==> config.mk <==
export PLATFORM = sky130hd
export DESIGN_NAME = sport_regs
export DESIGN_NICKNAME = d
export VERILOG_FILES = /design/src/rtl/sport_regs.sv
export SDC_FILE = /design/constraint.sdc
export NUM_CORES = 1
export LEC_CHECK = 0
export ABC_CLOCK_PERIOD_IN_PS = 2100
export BUFFER_PORTS_ARGS = -buffer_cell sky130_fd_sc_hd__buf_4
export CORE_MARGIN = 2
export CORE_UTILIZATION = 30
export DETAILED_ROUTE_END_ITERATION = 12
export GPL_TIMING_DRIVEN = 1
export PLACE_DENSITY_LB_ADDON = 0.3
export SLEW_MARGIN = 20
export SYNTH_ARGS = -nofsm -noshare
export SYNTH_HDL_FRONTEND = slang
export SYNTH_SLANG_ARGS = --single-unit
==> constraint.sdc <==
create_clock -name clk -period 2.1 [get_ports clk]
set_clock_uncertainty 0.15 [all_clocks]
set_input_delay 0.63 -clock clk [delete_from_list [all_inputs] [get_ports clk]]
set_output_delay 0.63 -clock clk [all_outputs]
set_load 0.01 [all_outputs]
==> src/rtl/sport_regs.sv <==
`timescale 1ns/1ps
module sport_regs #(
  parameter int TX_DEPTH = 32,
  parameter int ADDR_W = 4,
  localparam int LVL_W = $clog2(TX_DEPTH + 1)
) (
  input  logic              clk,
  input  logic              rst_n,
  input  logic              bus_en,
  input  logic              bus_we,
  input  logic [ADDR_W-1:0] bus_addr,
  input  logic [31:0]       bus_wdata,
  output logic [31:0]       bus_rdata,
  output logic              tx_push,
  output logic [7:0]        tx_byte,
  input  logic              tx_full,
  input  logic              tx_empty,
  input  logic [LVL_W-1:0]  tx_level,
  output logic              rx_pop,
  input  logic [7:0]        rx_byte,
  input  logic              rx_empty,
  input  logic              rx_bad,
  input  logic              rx_overrun,
  input  logic              cts_in,
  input  logic              rts_state,
  output logic [3:0]        cfg_data_bits,
  output logic              cfg_two_stop,
  output logic              cfg_par_en,
  output logic              cfg_par_stick,
  output logic              cfg_par_odd,
  output logic              cfg_flow_en,
  output logic              cfg_port_en,
  output logic              cfg_rx_dma_en,
  output logic              cfg_tx_dma_en,
  output logic              cfg_loopback,
  output logic              irq
);
  localparam logic [31:0] CTL_MASK = 32'h001F_9077;
  localparam logic [LVL_W-1:0] HALF_L = LVL_W'(TX_DEPTH / 2);

  logic [31:0] ctl_q;
  logic rx_pend_q, tx_pend_q, ovr_q, terr_q;
  logic [1:0] reg_sel;
  logic wr_ctl, wr_tx, wr_st, rd_any;
  logic [5:0] lvl_field;
  logic [31:0] stat;
  logic unused_addr;

  assign reg_sel = bus_addr[3:2];
  assign wr_ctl = bus_en & bus_we & (reg_sel == 2'd0);
  assign wr_tx  = bus_en & bus_we & (reg_sel == 2'd2);
  assign wr_st  = bus_en & bus_we & (reg_sel == 2'd3);
  assign rd_any = bus_en & ~bus_we;
  assign unused_addr = ^bus_addr;

  assign tx_push = wr_tx & ~tx_full;
  assign tx_byte = bus_wdata[7:0];
  assign rx_pop  = rd_any & (reg_sel == 2'd1) & ~rx_empty;

  always_ff @(posedge clk) begin
    if (!rst_n) begin
      ctl_q     <= '0;
      rx_pend_q <= 1'b0;
      tx_pend_q <= 1'b0;
      ovr_q     <= 1'b0;
      terr_q    <= 1'b0;
    end else begin
      if (wr_ctl) ctl_q <= bus_wdata & CTL_MASK;
      rx_pend_q <= ~rx_empty | (rx_pend_q & ~(wr_st & bus_wdata[0]));
      tx_pend_q <= (tx_level < HALF_L) | (tx_pend_q & ~(wr_st & bus_wdata[1]));
      ovr_q     <= rx_overrun | (ovr_q & ~(wr_st & bus_wdata[2]));
      terr_q    <= (wr_tx & tx_full) | (terr_q & ~(wr_st & bus_wdata[3]));
    end
  end

  assign lvl_field = 6'(tx_level);
  assign stat = {15'b0, lvl_field, tx_empty, 1'b0, rts_state, cts_in, tx_full,
                 rx_empty, rx_bad, terr_q, ovr_q, tx_pend_q, rx_pend_q};

  always_comb begin
    bus_rdata = '0;
    if (rd_any) begin
      case (reg_sel)
        2'd0: bus_rdata = ctl_q;
        2'd1: bus_rdata = rx_empty ? 32'd0 : {24'd0, rx_byte};
        2'd2: bus_rdata = 32'd0;
        default: bus_rdata = stat;
      endcase
    end
  end

  assign cfg_data_bits = 4'd5 + {2'b00, ctl_q[1:0]};
  assign cfg_two_stop  = ctl_q[2];
  assign cfg_par_en    = ctl_q[6];
  assign cfg_par_stick = ctl_q[6] & ctl_q[4];
  assign cfg_par_odd   = ctl_q[6] & ~ctl_q[5];
  assign cfg_flow_en   = ctl_q[12];
  assign cfg_port_en   = ctl_q[15];
  assign cfg_rx_dma_en = ctl_q[16];
  assign cfg_tx_dma_en = ctl_q[17];
  assign cfg_loopback  = ctl_q[20];
  assign irq = (rx_pend_q & ctl_q[18]) | (tx_pend_q & ctl_q[19]);
endmodule

======== After elaboration in Yosys (flattened, before gate mapping) ========
Index checks and enable logic that the tools add are counted.
operators by class
  add/sub/neg operators ................... 1
  order comparisons ....................... 1
  equal/unequal tests ..................... 3
  mux-type cells .......................... 3
  bitwise gates (word level) .............. 34
  reduce and logical (&&, ||, !) cells .... 1
operator list
  cell                                                         number
  case mux 21 bit (3 select lines)                             1
  AND 1 bit                                                    21
  2-to-1 mux 21 bit                                            1
  2-to-1 mux 8 bit                                             1
  NOT 1 bit                                                    8
  less-than comparator 6 x 5 -> 1 bit (second input constant)  1
  OR 1 bit                                                     5
  adder 3 x 2 -> 4 bit (first input constant)                  1
  equality test 2 bit (second input constant)                  2
  equality test 2 x 1 -> 1 bit (second input constant)         1
  logical NOT 2 bit                                            1
word-level totals
  register bits after elaboration ......... 17
  input port bits ......................... 61
  output and inout port bits .............. 56
  logic and storage cells ................. 48

======== Logic depth before layout (Yosys ltp) ========
  word-level depth ........................ 6
  gate-level depth with buffers ........... 5

======== Least setup slack after synthesis ========
Ideal clock, no wire load.
  kind .................................... input-to-output
  start point ............................. input bus_addr[2]
  end point ............................... output bus_rdata[3]
  data arrival time ....................... 1,535 ps
  slack ................................... -215 ps
  cell stages on the path ................. 4
  path through ............................ buf_2 > inv_1 > nor4_4 > a22o_1
between the ends
  word-level cells in the longest chain between the ends .. 3
RTL lines
  what                                               line  source
  start, declared                                    11    input logic [ADDR_W-1:0] bus_addr,
  equality test 2 bit, or another cell as far along  83    case (reg_sel)
  case mux 21 bit (3 select lines) *                 83
  2-to-1 mux 21 bit *                                82    if (rd_any) begin
  end, declared                                      13    output logic [31:0] bus_rdata,
Every way passes the cells marked *; elsewhere a longest branch is shown, timed or not.

======== Worst setup path after layout ========
  start point ............................. input bus_we
  end point ............................... output bus_rdata[4]
between the ends
  word-level cells in the longest chain between the ends .. 3
RTL lines
  what               line  source
  start, declared    10    input logic bus_we,
  NOT 1 bit          53    assign rd_any = bus_en & ~bus_we;
  AND 1 bit          53
  2-to-1 mux 21 bit  82
Every way passes these cells.

==> flow_metrics.env <==
export IMPL_switching_share=0.259
export IMPL_grt_start_max_net_pins=19
export IMPL_final_max_slew_violation_count=0
export IMPL_switchingPower_w=0.000204
export IMPL_tritoncts_clock_tree="built"
export IMPL_port_buffers=83
export IMPL_final_setup_tns_ns=-1.58
export IMPL_die_height_um=66.1
export IMPL_vias=1294
export IMPL_area_of_the_die_um2=4380
export IMPL_vdd_ir_drop_worst_mv=0.182
export IMPL_max_cap_violations=0
export IMPL_grt_total_usage=0.157
export IMPL_cell_count_after_synthesis=148
export IMPL_power_leakage_nw=0.945
export IMPL_synthArstFlopShare=0
export IMPL_syn_mean_instance_area_um2=7.83
export IMPL_power_share_clock=0.300
export IMPL_cts_hold_buffers=0
export IMPL_initial_utilization=0.314
export IMPL_grt_ovfl_total=0
export IMPL_synth_mux_area_fraction=0
export IMPL_count_of_tritonroute_iterations_in_the_first_routing_pass=3
export IMPL_hold_path_class="register to register"
export IMPL_synth_top_cells_by_count="30 x nand2_1, 21 x buf_4, 17 x dfxtp_1"
export IMPL_ctsLongestPathBuffers=2
export IMPL_placement_rows=22
export IMPL_netlist_top_cell_by_area="dfxtp_1"
export IMPL_hold_viol_final=0
export IMPL_share_of_final_layout_standard_cells_stronger_than_drive_strength_1=0.487
export IMPL_yosys_warnings=0
export IMPL_tcrit_tclk_final=1.07
export IMPL_power_sequential_fraction=0.431
export IMPL_fmax_mhz=444
export IMPL_outcome="finished with violations"
export IMPL_drt_total_wl_um=3490
export IMPL_fillCellCount=372
export IMPL_cts_root_buf="clkbuf_8"
export IMPL_htreeDepth=1
export IMPL_coreArea_um2=3690
export IMPL_setup_worst_path_end_class="primary output"
export IMPL_antenna_cells=0
export IMPL_fin_crit_ns=2.25
export IMPL_finalPower_w=0.000790
export IMPL_syn_area_um2=1160
export IMPL_clock_latency_ns=0.24
export IMPL_vias_in_the_first_global_route=1159
export IMPL_power_combinational_fraction=0.269
export IMPL_worst_ep_arrival_time_ns=1.47
export IMPL_xor_and_xnor_fraction_of_the_mapped_netlist_area=0
export IMPL_cts_sink_count=17
export IMPL_cts_reportedPaths_clkPinSlew_ns=0.07
export IMPL_synth_top_family_by_area="simple AND/OR/NAND/NOR gates"
export IMPL_drt_iter0_drc=22
export IMPL_setup_viol=20
export IMPL_antenna_violating_nets_post_route=0
export IMPL_antenna_found_initial=0
export IMPL_numCtsBuffers=3
export IMPL_detail_route_vias_per_cell=4.62
export IMPL_synth_simple_area_share=0.260
export IMPL_synth_seq_cells=17
export IMPL_placement_setup_worst_slack_ns=-0.232
export IMPL_grt_setup_unrepaired="yes"
export IMPL_synth_compound_gate_area_share=0.251
export IMPL_edff_count_synth=0
export IMPL_netlist_area_leader_share=0.294
export IMPL_detailed_place_hpwl_um=2720
export IMPL_required_ns=1.32
export IMPL_wl_per_cell_um=12.5
export IMPL_cellPowerDensity_nw_per_um2=408
export IMPL_dieWidth_um=66.1
export IMPL_power_report_internal_total_w=0.000586
export IMPL_place_detailed_instances=275
export IMPL_crit_path_start_kind="input port"
export IMPL_grt_pass1_wl_um=5380
export IMPL_yosys_area_share_adder=0.0108
export IMPL_timing_worst_setup_path_type="input port to primary output"
export IMPL_synth_sequential_area_ratio=0.294
export IMPL_detail_route_drc_violations=0
export IMPL_setup_slack_ns=-0.152
export IMPL_ys_flop_type="dfxtp_1"
export IMPL_area_growth_from_synthesis_to_layout_pct=67.3
export IMPL_finalNetCount=295
export IMPL_routability_cong=0.692
export IMPL_synth_top_cells_by_area="dfxtp_1 29%, buf_4 14%, nand2_1 9.7%"
export IMPL_failed_checks="setup timing"
export IMPL_yosys_cell_types_count=29
export IMPL_path_max_fanout=4
export IMPL_synth_most_common_cell="nand2_1"
export IMPL_i_o_pin_cnt=117
export IMPL_layout_cells_non_filler=280
layout by cell type, fill, tap and decap left out, types with 2 or more instances in the layout:
| cell type | n |
|---|---|
| o2bb2ai_1 | 4 |
| a22oi_1 | 4 |
| nor2b_1 | 2 |
| a31oi_1 | 2 |
| o21ai_0 | 2 |
| dfxtp_1 | 17 |
| nor2_1 | 7 |
| a22oi_2 | 3 |
| a221oi_2 | 2 |
| and3_1 | 9 |
| buf_6 | 7 |
| nand2_1 | 30 |
| buf_8 | 2 |
| and2_4 | 2 |
| clkbuf_8 | 3 |
| a21boi_1 | 13 |
| a22o_1 | 3 |
| buf_4 | 88 |
| inv_1 | 4 |
| conb_1 | 12 |
kinds of logic after synthesis:
| kind of cell | count (synthesis) |
|---|---|
| flip-flops | 17 |
| AO/OA/AOI/OAI | 38 |
| other | 1 |
| adder cells (fa/ha/maj) | 1 |
| buffers and inverters | 33 |
| AND/OR/NAND/NOR | 58 |
through the flow:
step	hold WS [ns]	cell area, um2	utilization
final	0.322	1940	0.525
after global routing	0.341	1940	0.525
after CTS	0.325	1930	0.522
after detailed placement	0.315	1800	0.487
after global placement	0.311	1800	0.487
after floorplan	0.293	1230	-
worst max-delay path: stages:
cell and delay [ns]:
buf_8 0.10, nand2b_4 0.14, nor4_4 0.17, buf_4 0.19
o2bb2ai_1 0.11, buf_4 0.13
metal layers:
metal,GRT usage,up-vias,part of all wire
li1,-,651,-
met1,0.207,580,0.44
met2,0.250,56,0.46
met3,0.0409,7,0.082
met4,0.0485,0,0.022
met5,0,-,0
sequential cells by signal (all words and copies together) (netlist names):
name and cells:
ctl_q 13, ovr_q 1, rx_pend_q 1, terr_q 1
tx_pend_q 1
power by group through the flow:
stage                     Combinational, W  Sequential, W  Clock [W]
final                             0.000213       0.000340   0.000237
after global routing              0.000231       0.000341   0.000272
after global placement            0.000194       0.000347          0
after floorplan                   0.000109       0.000346          0
after detailed placement          0.000195       0.000347          0
after CTS                         0.000212       0.000340   0.000246
area by class of cell:
cell class | count | area [um2] | share of cell area
Sequential cell | 17 | 340 | 0.176
Clock buffer | 4 | 45.0 | 0.0232
Inverter | 5 | 21.3 | 0.0110
Tap cell | 48 | 60.1 | 0.0310
Multi-Input combinational cell | 109 | 702 | 0.362
Timing Repair Buffer | 97 | 769 | 0.397
timing repair:
item	CTS	global route
endpoints found under the setup margin	21	21
gates resized for setup	20	3
setup buffers	1	0
cloned	0	0
pin swaps	5	0
final timing paths:
path	start	to	slack, ns	cells after the start
max	bus_we	bus_rdata[4]	-0.15	6
min	ctl_q[2]$_SDFFE_PN0P_	ctl_q[2]$_SDFFE_PN0P_	0.32	2
min reg2reg	ctl_q[2]$_SDFFE_PN0P_	ctl_q[2]$_SDFFE_PN0P_	0.32	2
max reg2reg	tx_pend_q$_SDFF_PN0_	tx_pend_q$_SDFF_PN0_	1.22	2
(Power assumes the default switching activity.)
